### src/rtl/dcs_pkg.sv
package dcs_pkg;
  localparam int BYTE_W = 8;

  localparam logic [3:0] NIB_MODE = 4'h0;
  localparam logic [3:0] NIB_PHR  = 4'h3;
  localparam logic [3:0] NIB_CLR  = 4'h8;
  localparam logic [3:0] NIB_CVOL = 4'hA;
  localparam logic [3:0] NIB_STAT = 4'hB;
  localparam logic [7:0] OP_PDWN  = 8'h20;

  typedef struct packed {
    logic [BYTE_W-1:0] op;
    logic [BYTE_W-1:0] arg;
  } frame_t;

  // opcode upper nibbles that carry a second (argument) byte
  function automatic logic two_byte(input logic [3:0] hi);
    case (hi)
      4'h0, 4'h1, 4'h3, 4'h5, 4'h7, 4'hA, 4'hD: two_byte = 1'b1;
      default:                                  two_byte = 1'b0;
    endcase
  endfunction
endpackage

### src/rtl/dcs_sync_edge.sv
module dcs_sync_edge #(
  parameter int STAGES = 2
) (
  input  logic clk,
  input  logic rst,
  input  logic sck,
  input  logic sdi,
  input  logic cs_n,
  input  logic edge_sel,
  output logic smp_ev,
  output logic drv_ev,
  output logic sdi_s,
  output logic cs_act
);
  localparam int TOP = STAGES - 1;

  logic [STAGES-1:0] sck_c, sdi_c, csn_c;
  logic              sck_d;
  logic              rise, fall;

  always_ff @(posedge clk) begin
    if (rst) begin
      sck_c <= '0;
      sdi_c <= '0;
      csn_c <= '1;
      sck_d <= 1'b0;
    end else begin
      sck_c <= {sck_c[STAGES-2:0], sck};
      sdi_c <= {sdi_c[STAGES-2:0], sdi};
      csn_c <= {csn_c[STAGES-2:0], cs_n};
      sck_d <= sck_c[TOP];
    end
  end

  assign rise   = sck_c[TOP] & ~sck_d;
  assign fall   = ~sck_c[TOP] & sck_d;
  assign cs_act = ~csn_c[TOP];
  assign sdi_s  = sdi_c[TOP];
  // polarity picks which edge samples and which edge shifts out
  assign smp_ev = cs_act & (edge_sel ? fall : rise);
  assign drv_ev = cs_act & (edge_sel ? rise : fall);
endmodule

### src/rtl/dcs_shift.sv
module dcs_shift
  import dcs_pkg::*;
(
  input  logic              clk,
  input  logic              rst,
  input  logic              smp_ev,
  input  logic              drv_ev,
  input  logic              sdi_s,
  input  logic              cs_act,
  input  logic              hold,
  input  logic              ld,
  input  logic [BYTE_W-1:0] ld_data,
  output logic              byte_vld,
  output logic [BYTE_W-1:0] byte_q,
  output logic              sdo
);
  localparam int CW = $clog2(BYTE_W + 1);

  logic [CW-1:0]     bit_cnt;
  logic [BYTE_W-2:0] sh;
  logic [BYTE_W-1:0] tx;
  logic [CW-1:0]     rd_left;
  logic              rd_ph;

  // command byte assembly
  always_ff @(posedge clk) begin
    if (rst) begin
      bit_cnt  <= '0;
      sh       <= '0;
      byte_vld <= 1'b0;
      byte_q   <= '0;
    end else begin
      byte_vld <= 1'b0;
      if (!cs_act) begin
        bit_cnt <= '0;
      end else if (smp_ev && rd_left == '0 && !hold) begin
        sh <= {sh[BYTE_W-3:0], sdi_s};
        if (bit_cnt == CW'(BYTE_W - 1)) begin
          bit_cnt  <= '0;
          byte_vld <= 1'b1;
          byte_q   <= {sh, sdi_s};
        end else begin
          bit_cnt <= bit_cnt + 1'b1;
        end
      end
    end
  end

  // status readout: shift only after a sample edge of the readout
  always_ff @(posedge clk) begin
    if (rst) begin
      tx      <= '0;
      rd_left <= '0;
      rd_ph   <= 1'b0;
    end else if (!cs_act) begin
      rd_left <= '0;
      rd_ph   <= 1'b0;
    end else if (ld) begin
      tx      <= ld_data;
      rd_left <= CW'(BYTE_W);
      rd_ph   <= 1'b0;
    end else if (smp_ev && rd_left != '0) begin
      rd_left <= rd_left - 1'b1;
      rd_ph   <= 1'b1;
    end else if (drv_ev && rd_ph) begin
      tx    <= {tx[BYTE_W-2:0], 1'b0};
      rd_ph <= 1'b0;
    end
  end

  assign sdo = tx[BYTE_W-1];

  p_cs_drop_r12: assert property (@(posedge clk) disable iff (rst)
    !cs_act |=> (bit_cnt == '0));
  p_rd_nobyte_r7: assert property (@(posedge clk) disable iff (rst)
    (rd_left != '0) |=> !byte_vld);
endmodule

### src/rtl/dcs_frame.sv
module dcs_frame
  import dcs_pkg::*;
(
  input  logic              clk,
  input  logic              rst,
  input  logic              byte_vld,
  input  logic [BYTE_W-1:0] byte_q,
  input  logic [BYTE_W-1:0] stat_i,
  output logic              cmd_stb,
  output logic [BYTE_W-1:0] cmd_op,
  output logic [BYTE_W-1:0] cmd_arg,
  output logic              pdwn_stb,
  output logic              vol_stb,
  output logic [3:0]        vol_mask,
  output logic [4:0]        vol_lvl,
  output logic              phr_stb,
  output logic [1:0]        phr_chan,
  output logic [9:0]        phr_idx,
  output logic              ld,
  output logic [BYTE_W-1:0] ld_data,
  output logic              err
);
  logic              idx_q, dup_q, have_first;
  logic [BYTE_W-1:0] op_hold;
  frame_t            first_q, cur;
  logic              done, is_clr, same, exec, mism;

  always_comb begin
    cur.op  = idx_q ? op_hold : byte_q;
    cur.arg = idx_q ? byte_q : '0;
    done    = byte_vld && (idx_q || !two_byte(byte_q[7:4]));
    is_clr  = (cur.op[7:4] == NIB_CLR);
    same    = (first_q == cur);
    exec    = done && (!dup_q || is_clr || (have_first && same));
    mism    = done && dup_q && !is_clr && have_first && !same;
  end

  // framing and duplicate pairing
  always_ff @(posedge clk) begin
    if (rst) begin
      idx_q      <= 1'b0;
      op_hold    <= '0;
      dup_q      <= 1'b0;
      have_first <= 1'b0;
      first_q    <= '0;
      err        <= 1'b0;
    end else begin
      if (byte_vld) begin
        idx_q <= !idx_q && two_byte(byte_q[7:4]);
        if (!idx_q) op_hold <= byte_q;
      end
      if (done && dup_q) begin
        if (is_clr) begin
          have_first <= 1'b0;
        end else if (!have_first) begin
          have_first <= 1'b1;
          first_q    <= cur;
        end else begin
          have_first <= 1'b0;
        end
      end
      if (exec && cur.op[7:4] == NIB_MODE) dup_q <= cur.arg[0];
      if (exec && is_clr)  err <= 1'b0;
      else if (mism)       err <= 1'b1;
    end
  end

  // registered command outputs
  always_ff @(posedge clk) begin
    if (rst) begin
      cmd_stb  <= 1'b0;
      cmd_op   <= '0;
      cmd_arg  <= '0;
      pdwn_stb <= 1'b0;
      vol_stb  <= 1'b0;
      vol_mask <= '0;
      vol_lvl  <= '0;
      phr_stb  <= 1'b0;
      phr_chan <= '0;
      phr_idx  <= '0;
      ld       <= 1'b0;
      ld_data  <= '0;
    end else begin
      cmd_stb  <= exec;
      pdwn_stb <= exec && (cur.op == OP_PDWN);
      vol_stb  <= exec && (cur.op[7:4] == NIB_CVOL);
      phr_stb  <= exec && (cur.op[7:4] == NIB_PHR);
      ld       <= exec && (cur.op[7:4] == NIB_STAT);
      if (exec) begin
        cmd_op   <= cur.op;
        cmd_arg  <= cur.arg;
        vol_mask <= cur.op[3:0];
        vol_lvl  <= cur.arg[4:0];
        phr_chan <= cur.op[3:2];
        phr_idx  <= {cur.op[1:0], cur.arg};
        ld_data  <= cur.op[0] ? {{(BYTE_W-1){1'b0}}, err} : stat_i;
      end
    end
  end

  p_err_dup_r9: assert property (@(posedge clk) disable iff (rst)
    $rose(err) |-> $past(dup_q));
  p_err_clear_r10: assert property (@(posedge clk) disable iff (rst)
    $fell(err) |-> (cmd_stb && cmd_op[7:4] == NIB_CLR));
  p_strb_excl_r3: assert property (@(posedge clk) disable iff (rst)
    $onehot0({pdwn_stb, vol_stb, phr_stb, ld}));
  p_dec_stb_r3: assert property (@(posedge clk) disable iff (rst)
    (pdwn_stb || vol_stb || phr_stb || ld) |-> cmd_stb);
endmodule

### src/rtl/dupcmd_slave.sv
module dupcmd_slave
  import dcs_pkg::*;
#(
  parameter int SYNC_STAGES = 2,
  parameter int BUSY_CYC    = 24
) (
  input  logic        clk,
  input  logic        rst,
  input  logic        cs_n,
  input  logic        sck,
  input  logic        sdi,
  input  logic        edge_sel,
  input  logic [7:0]  stat_i,
  output logic        sdo,
  output logic        busy_n,
  output logic        err,
  output logic        cmd_stb,
  output logic [7:0]  cmd_op,
  output logic [7:0]  cmd_arg,
  output logic        pdwn_stb,
  output logic        vol_stb,
  output logic [3:0]  vol_mask,
  output logic [4:0]  vol_lvl,
  output logic        phr_stb,
  output logic [1:0]  phr_chan,
  output logic [9:0]  phr_idx
);
  localparam int BW = $clog2(BUSY_CYC + 1);

  logic              smp_ev, drv_ev, sdi_s, cs_act;
  logic              byte_vld, ld;
  logic [BYTE_W-1:0] byte_q, ld_data;
  logic [BW-1:0]     busy_cnt;

  dcs_sync_edge #(.STAGES(SYNC_STAGES)) u_sync (
    .clk(clk), .rst(rst), .sck(sck), .sdi(sdi), .cs_n(cs_n),
    .edge_sel(edge_sel), .smp_ev(smp_ev), .drv_ev(drv_ev),
    .sdi_s(sdi_s), .cs_act(cs_act)
  );

  dcs_shift u_shift (
    .clk(clk), .rst(rst), .smp_ev(smp_ev), .drv_ev(drv_ev),
    .sdi_s(sdi_s), .cs_act(cs_act), .hold(!busy_n), .ld(ld),
    .ld_data(ld_data), .byte_vld(byte_vld), .byte_q(byte_q), .sdo(sdo)
  );

  dcs_frame u_frame (
    .clk(clk), .rst(rst), .byte_vld(byte_vld), .byte_q(byte_q),
    .stat_i(stat_i), .cmd_stb(cmd_stb), .cmd_op(cmd_op),
    .cmd_arg(cmd_arg), .pdwn_stb(pdwn_stb), .vol_stb(vol_stb),
    .vol_mask(vol_mask), .vol_lvl(vol_lvl), .phr_stb(phr_stb),
    .phr_chan(phr_chan), .phr_idx(phr_idx), .ld(ld),
    .ld_data(ld_data), .err(err)
  );

  // busy window after every accepted byte
  always_ff @(posedge clk) begin
    if (rst) begin
      busy_cnt <= '0;
      busy_n   <= 1'b1;
    end else begin
      if (byte_vld)             busy_cnt <= BW'(BUSY_CYC);
      else if (busy_cnt != '0)  busy_cnt <= busy_cnt - 1'b1;
      busy_n <= !(byte_vld || busy_cnt > BW'(1));
    end
  end

  p_byte_busy_r11: assert property (@(posedge clk) disable iff (rst)
    byte_vld |=> !busy_n);
  p_busy_cmd_r11: assert property (@(posedge clk) disable iff (rst)
    cmd_stb |-> !busy_n);
endmodule

### config.mk
export PLATFORM = sky130hd
export DESIGN_NAME = dupcmd_slave
export DESIGN_NICKNAME = d
export VERILOG_FILES = /design/src/rtl/dcs_pkg.sv /design/src/rtl/dcs_sync_edge.sv /design/src/rtl/dcs_shift.sv /design/src/rtl/dcs_frame.sv /design/src/rtl/dupcmd_slave.sv
export SDC_FILE = /design/constraint.sdc
export NUM_CORES = 1
export LEC_CHECK = 0
export CAP_MARGIN = 20
export CORE_AREA = 2 2 99 120
export CTS_CLUSTER_DIAMETER = 80
export DETAILED_ROUTE_END_ITERATION = 10
export DIE_AREA = 0 0 101 122
export GPL_ROUTABILITY_DRIVEN = 0
export HOLD_SLACK_MARGIN = 0.15
export PLACE_DENSITY = 0.75
export SLEW_MARGIN = 5
export SYNTH_ARGS = -nofsm -noshare
export SYNTH_HDL_FRONTEND = slang
export SYNTH_SLANG_ARGS = --single-unit
### constraint.sdc
create_clock -name clk -period 5 [get_ports clk]
set_input_delay 1 -clock clk [delete_from_list [all_inputs] [get_ports clk]]
set_output_delay 1 -clock clk [all_outputs]
set_load 0.03 [all_outputs]
==> flow_summary_export.csv <==
group,metric,value,unit
sta,clock-skew-final,0.00830,ns
pwr,vdd_ir_drop_max,149,uV
worst_setup_path,max_stage_delay,0.96,ns
grt,grt_max_degree,91,
detailed_routing,ant_nets,0,
synthesis,ys_types,64,
clock_tree,clk_pin_slew,0.07,ns
sta,hold_viol,0,
worst_setup_path,crit_path_max_fanout,26,
worst_setup_path,r2r_end,"u_frame.vol_stb",
synthesis,synthAdderAreaFrac,0.0115,
sta,relSlewSlack,0.282,
worst_setup_path,rrSetupSlack,1.37,ns
floorplanning,die_x,101,um
worst_hold_path,worstHoldStart,"u_sync.csn_c[0]",
worst_setup_path,worstPathRequired,5.25,ns
worst_setup_path,cp.depth,7,
clock_tree,cts_tree,"built",
worst_setup_path,crit_end,"u_frame.vol_stb",
pwr,powerDensity,273,mW/mm2
worst_setup_path,crit_chain,"buf_4 -> mux2i_4 -> xnor2_1 -> nor4_4 -> nand4_4 -> or3_4 -> a2111oi_4",
synthesis,synth_mux_area_frac,0.0559,
clock_tree,postCtsSetupBuffers,0,
detailed_routing,vias,4827,
grt,antenna_found_initial,0,
synthesis,synth_top_family_by_area,"simple AND/OR/NAND/NOR gates",
cells_and_area,nets,664,
sta,period_needed,3.63,ns
sta,worst_pin_slew,1.08,ns
synthesis,yosysWarnings,0,
floorplanning,start_util,0.481,
synthesis,synthXorXnorAreaFrac,0.0290,
clock_tree,cts_resized,0,
synthesis,synth_area_leaders,"dfxtp_1, nor2_1, mux2i_1, nand3_1, a32oi_1",
synthesis,avgSynthCellArea,8.47,um2
synthesis,async_flop_share,0,
sta,drv_slew,0,
worst_setup_path,cp_num_buf_inv,1,
worst_setup_path,cp-end-kind,"register",
worst_setup_path,critPathSlowestCell,"dfxtp_1",
worst_setup_path,crit_type,"register to register",
synthesis,synthesis.instances,642,
detailed_routing,wire_per_inst,17.0,um
synthesis,yosys.area_share.simple,0.255,
grt,grt_first_pass_wirelength,21700,um
floorplanning,die_area,0.0123,mm2
synthesis,syn_area,0.00544,mm2
pwr,p_leak,1.96,nW
clock_tree,cts-root-buf,"clkbuf_16",
clock_tree,insertion_delay,0.35,ns
worst_setup_path,r2r-start,"u_frame.idx_q",
cells_and_area,drive_gt1_frac,0.0740,
clock_tree,clk_path_buf_depth,2,
worst_setup_path,critPathLaunchType,"register",
clock_tree,cts.sinks,103,
clock_tree,cts.htree.levels,3,
grt,grt_pass1_vias,4486,
worst_setup_path,crit_family,"simple AND/OR/NAND/NOR gates",
synthesis,synthFlopType,"dfxtp_1",
sta,timing.final.crit_share,0.726,
sta,tns,0,ns
sta,fmax,275,MHz
detailed_routing,viasPerCell,6.16,
worst_setup_path,ff2ff_path_depth,7,
placement,io_buffer_count,57,
synthesis,synth_top_area_cell,"dfxtp_1",
clock_tree,hold_buffers,0,
worst_hold_path,hp-class,"register to register",
synthesis,ys_seq_area_frac,0.379,
synthesis,synth_edf_count,0,
floorplanning,core_area,0.0113,mm2
sta,rsz0062_at_grt,"false",
synthesis,yosysMostFrequentCell,"dfxtp_1",
synthesis,synth_seq_cells,103,
status,status,"complete, no violations",
synthesis,yosysTopAreaCellShare,0.379,
detailed_routing,drt_iter0_markers,285,
floorplanning,die_h,122,um
cells_and_area,insertedDiodeCount,0,
clock_tree,cts_buffers,9,
synthesis,synth-compound-area-share,0.188,
synthesis,synth_fp_nets,661,
synthesis,synthTopCellsByCount,"dfxtp_1, nor2_1, nand2_1",
cells_and_area,fin_area,0.00614,mm2
grt,gr-total-overflow,0,
floorplanning,pin_count,58,
floorplanning,fp-row-count,43,
detailed_routing,drc,0,
detailed_routing,drtPass1Iterations,5,
placement,post_dp_cell_area,0.00587,mm2
cells_and_area,area_growth,13.0,%
grt,grt_usage,0.221,
sta,setup_viol,0,
flow_run,maxCapViolations,0,
detailed_routing,drt-total-wl,13300,um
worst_setup_path,arrival,3.88,ns
placement,dp_hpwl,8700,um
worst_setup_path,crit_path_start,"u_frame.idx_q",
-- worst register-to-register path, cell delays in order (launching register included) --
cell and delay (ns):
dfxtp_1 0.96, buf_4 0.42, mux2i_4 0.41, xnor2_1 0.18, nor4_4 0.23, nand4_4 0.41
or3_4 0.58, a2111oi_4 0.35
-- state kept, by name, summed over array words and instances, names as in the netlist, 5 cells and up --
register,flops
u_frame.first_q,16
u_shift.tx,8
u_shift.byte_q,8
u_shift.sh,7
u_frame.op_hold,8
u_frame.cmd_op,5
u_frame.phr_idx,9
busy_cnt,5
u_frame.ld_data,8
-- per-stage QoR --
step                total power [mW]  instances  utilization  hold WS, ns  setup slack (ns)
floorplan                      0.993        642            -        0.389              2.39
global placement                1.03        769        0.519        0.393              1.47
detailed placement              1.04        769        0.519        0.396              1.35
CTS                             1.69        784        0.544        0.413              1.42
global route                    1.75        784        0.544        0.455              1.16
finish                          1.68        784        0.544        0.416              1.37
-- worst min-delay path by stage --
| stage | end | cells past startpoint | slack (ns) |
|---|---|---|---|
| finish | u_sync.csn_c[1] | 1 | 0.42 |
| global route | u_sync.csn_c[1] | 1 | 0.46 |
| CTS | u_sync.csn_c[1] | 1 | 0.41 |
| detailed placement | u_sync.csn_c[1] | 1 | 0.40 |
| global placement | u_sync.csn_c[1] | 1 | 0.39 |
| floorplan | u_sync.csn_c[1] | 1 | 0.39 |
-- power breakdown --
group / internal (mW) / switching, mW
Sequential: 0.843 / 0.0184
Clock: 0.341 / 0.321
Combinational: 0.0659 / 0.0905
-- per-layer routing --
| metal | vias up | routed length, um | GRT usage |
|---|---|---|---|
| li1 | 2314 | - | - |
| met3 | 28 | 738 | 0.0493 |
| met4 | 0 | 415 | 0.109 |
| met5 | - | 0 | 0 |
| met1 | 2320 | 5740 | 0.275 |
| met2 | 165 | 6430 | 0.359 |
-- cells by family (layout without fill, tap and decap cells) --
kind of cell / count (synthesis) / after routing
AND/OR/NAND/NOR: 264 / 264
AO/OA/AOI/OAI: 136 / 136
flip-flops: 103 / 103
buffers and inverters: 89 / 96
multiplexers: 27 / 27
XOR/XNOR: 18 / 18
adder cells (fa/ha/maj): 5 / 5
-- placed cells by master (no fill, tap or decap), types with 3 or more instances in the layout --
cell type	count
dfxtp_1	103
nor2_1	63
clkdlybuf4s50_1	56
nand2_1	45
nand3_1	44
a21oi_1	34
nor2b_1	29
o211ai_1	26
nor3_1	24
a32oi_1	23
mux2i_1	22
a211oi_1	21
nand4_1	17
xnor2_1	13
buf_4	13
inv_1	12
clkbuf_16	9
or3_1	8
o21ai_0	6
xor2_1	5
ha_1	5
nand3b_1	4
and3_1	4
nor3b_1	3
or2_2	3
clkinv_4	3
-- cell type report --
cell class | count | area [um2]
Fill cell | 1025 | 5160
Multi-Input combinational cell | 450 | 2930
Sequential cell | 103 | 2060
Timing Repair Buffer | 69 | 658
Clock buffer | 10 | 229
Tap cell | 135 | 169
Clock inverter | 5 | 45.0
Inverter | 12 | 45.0
(Power assumes the default switching activity.)
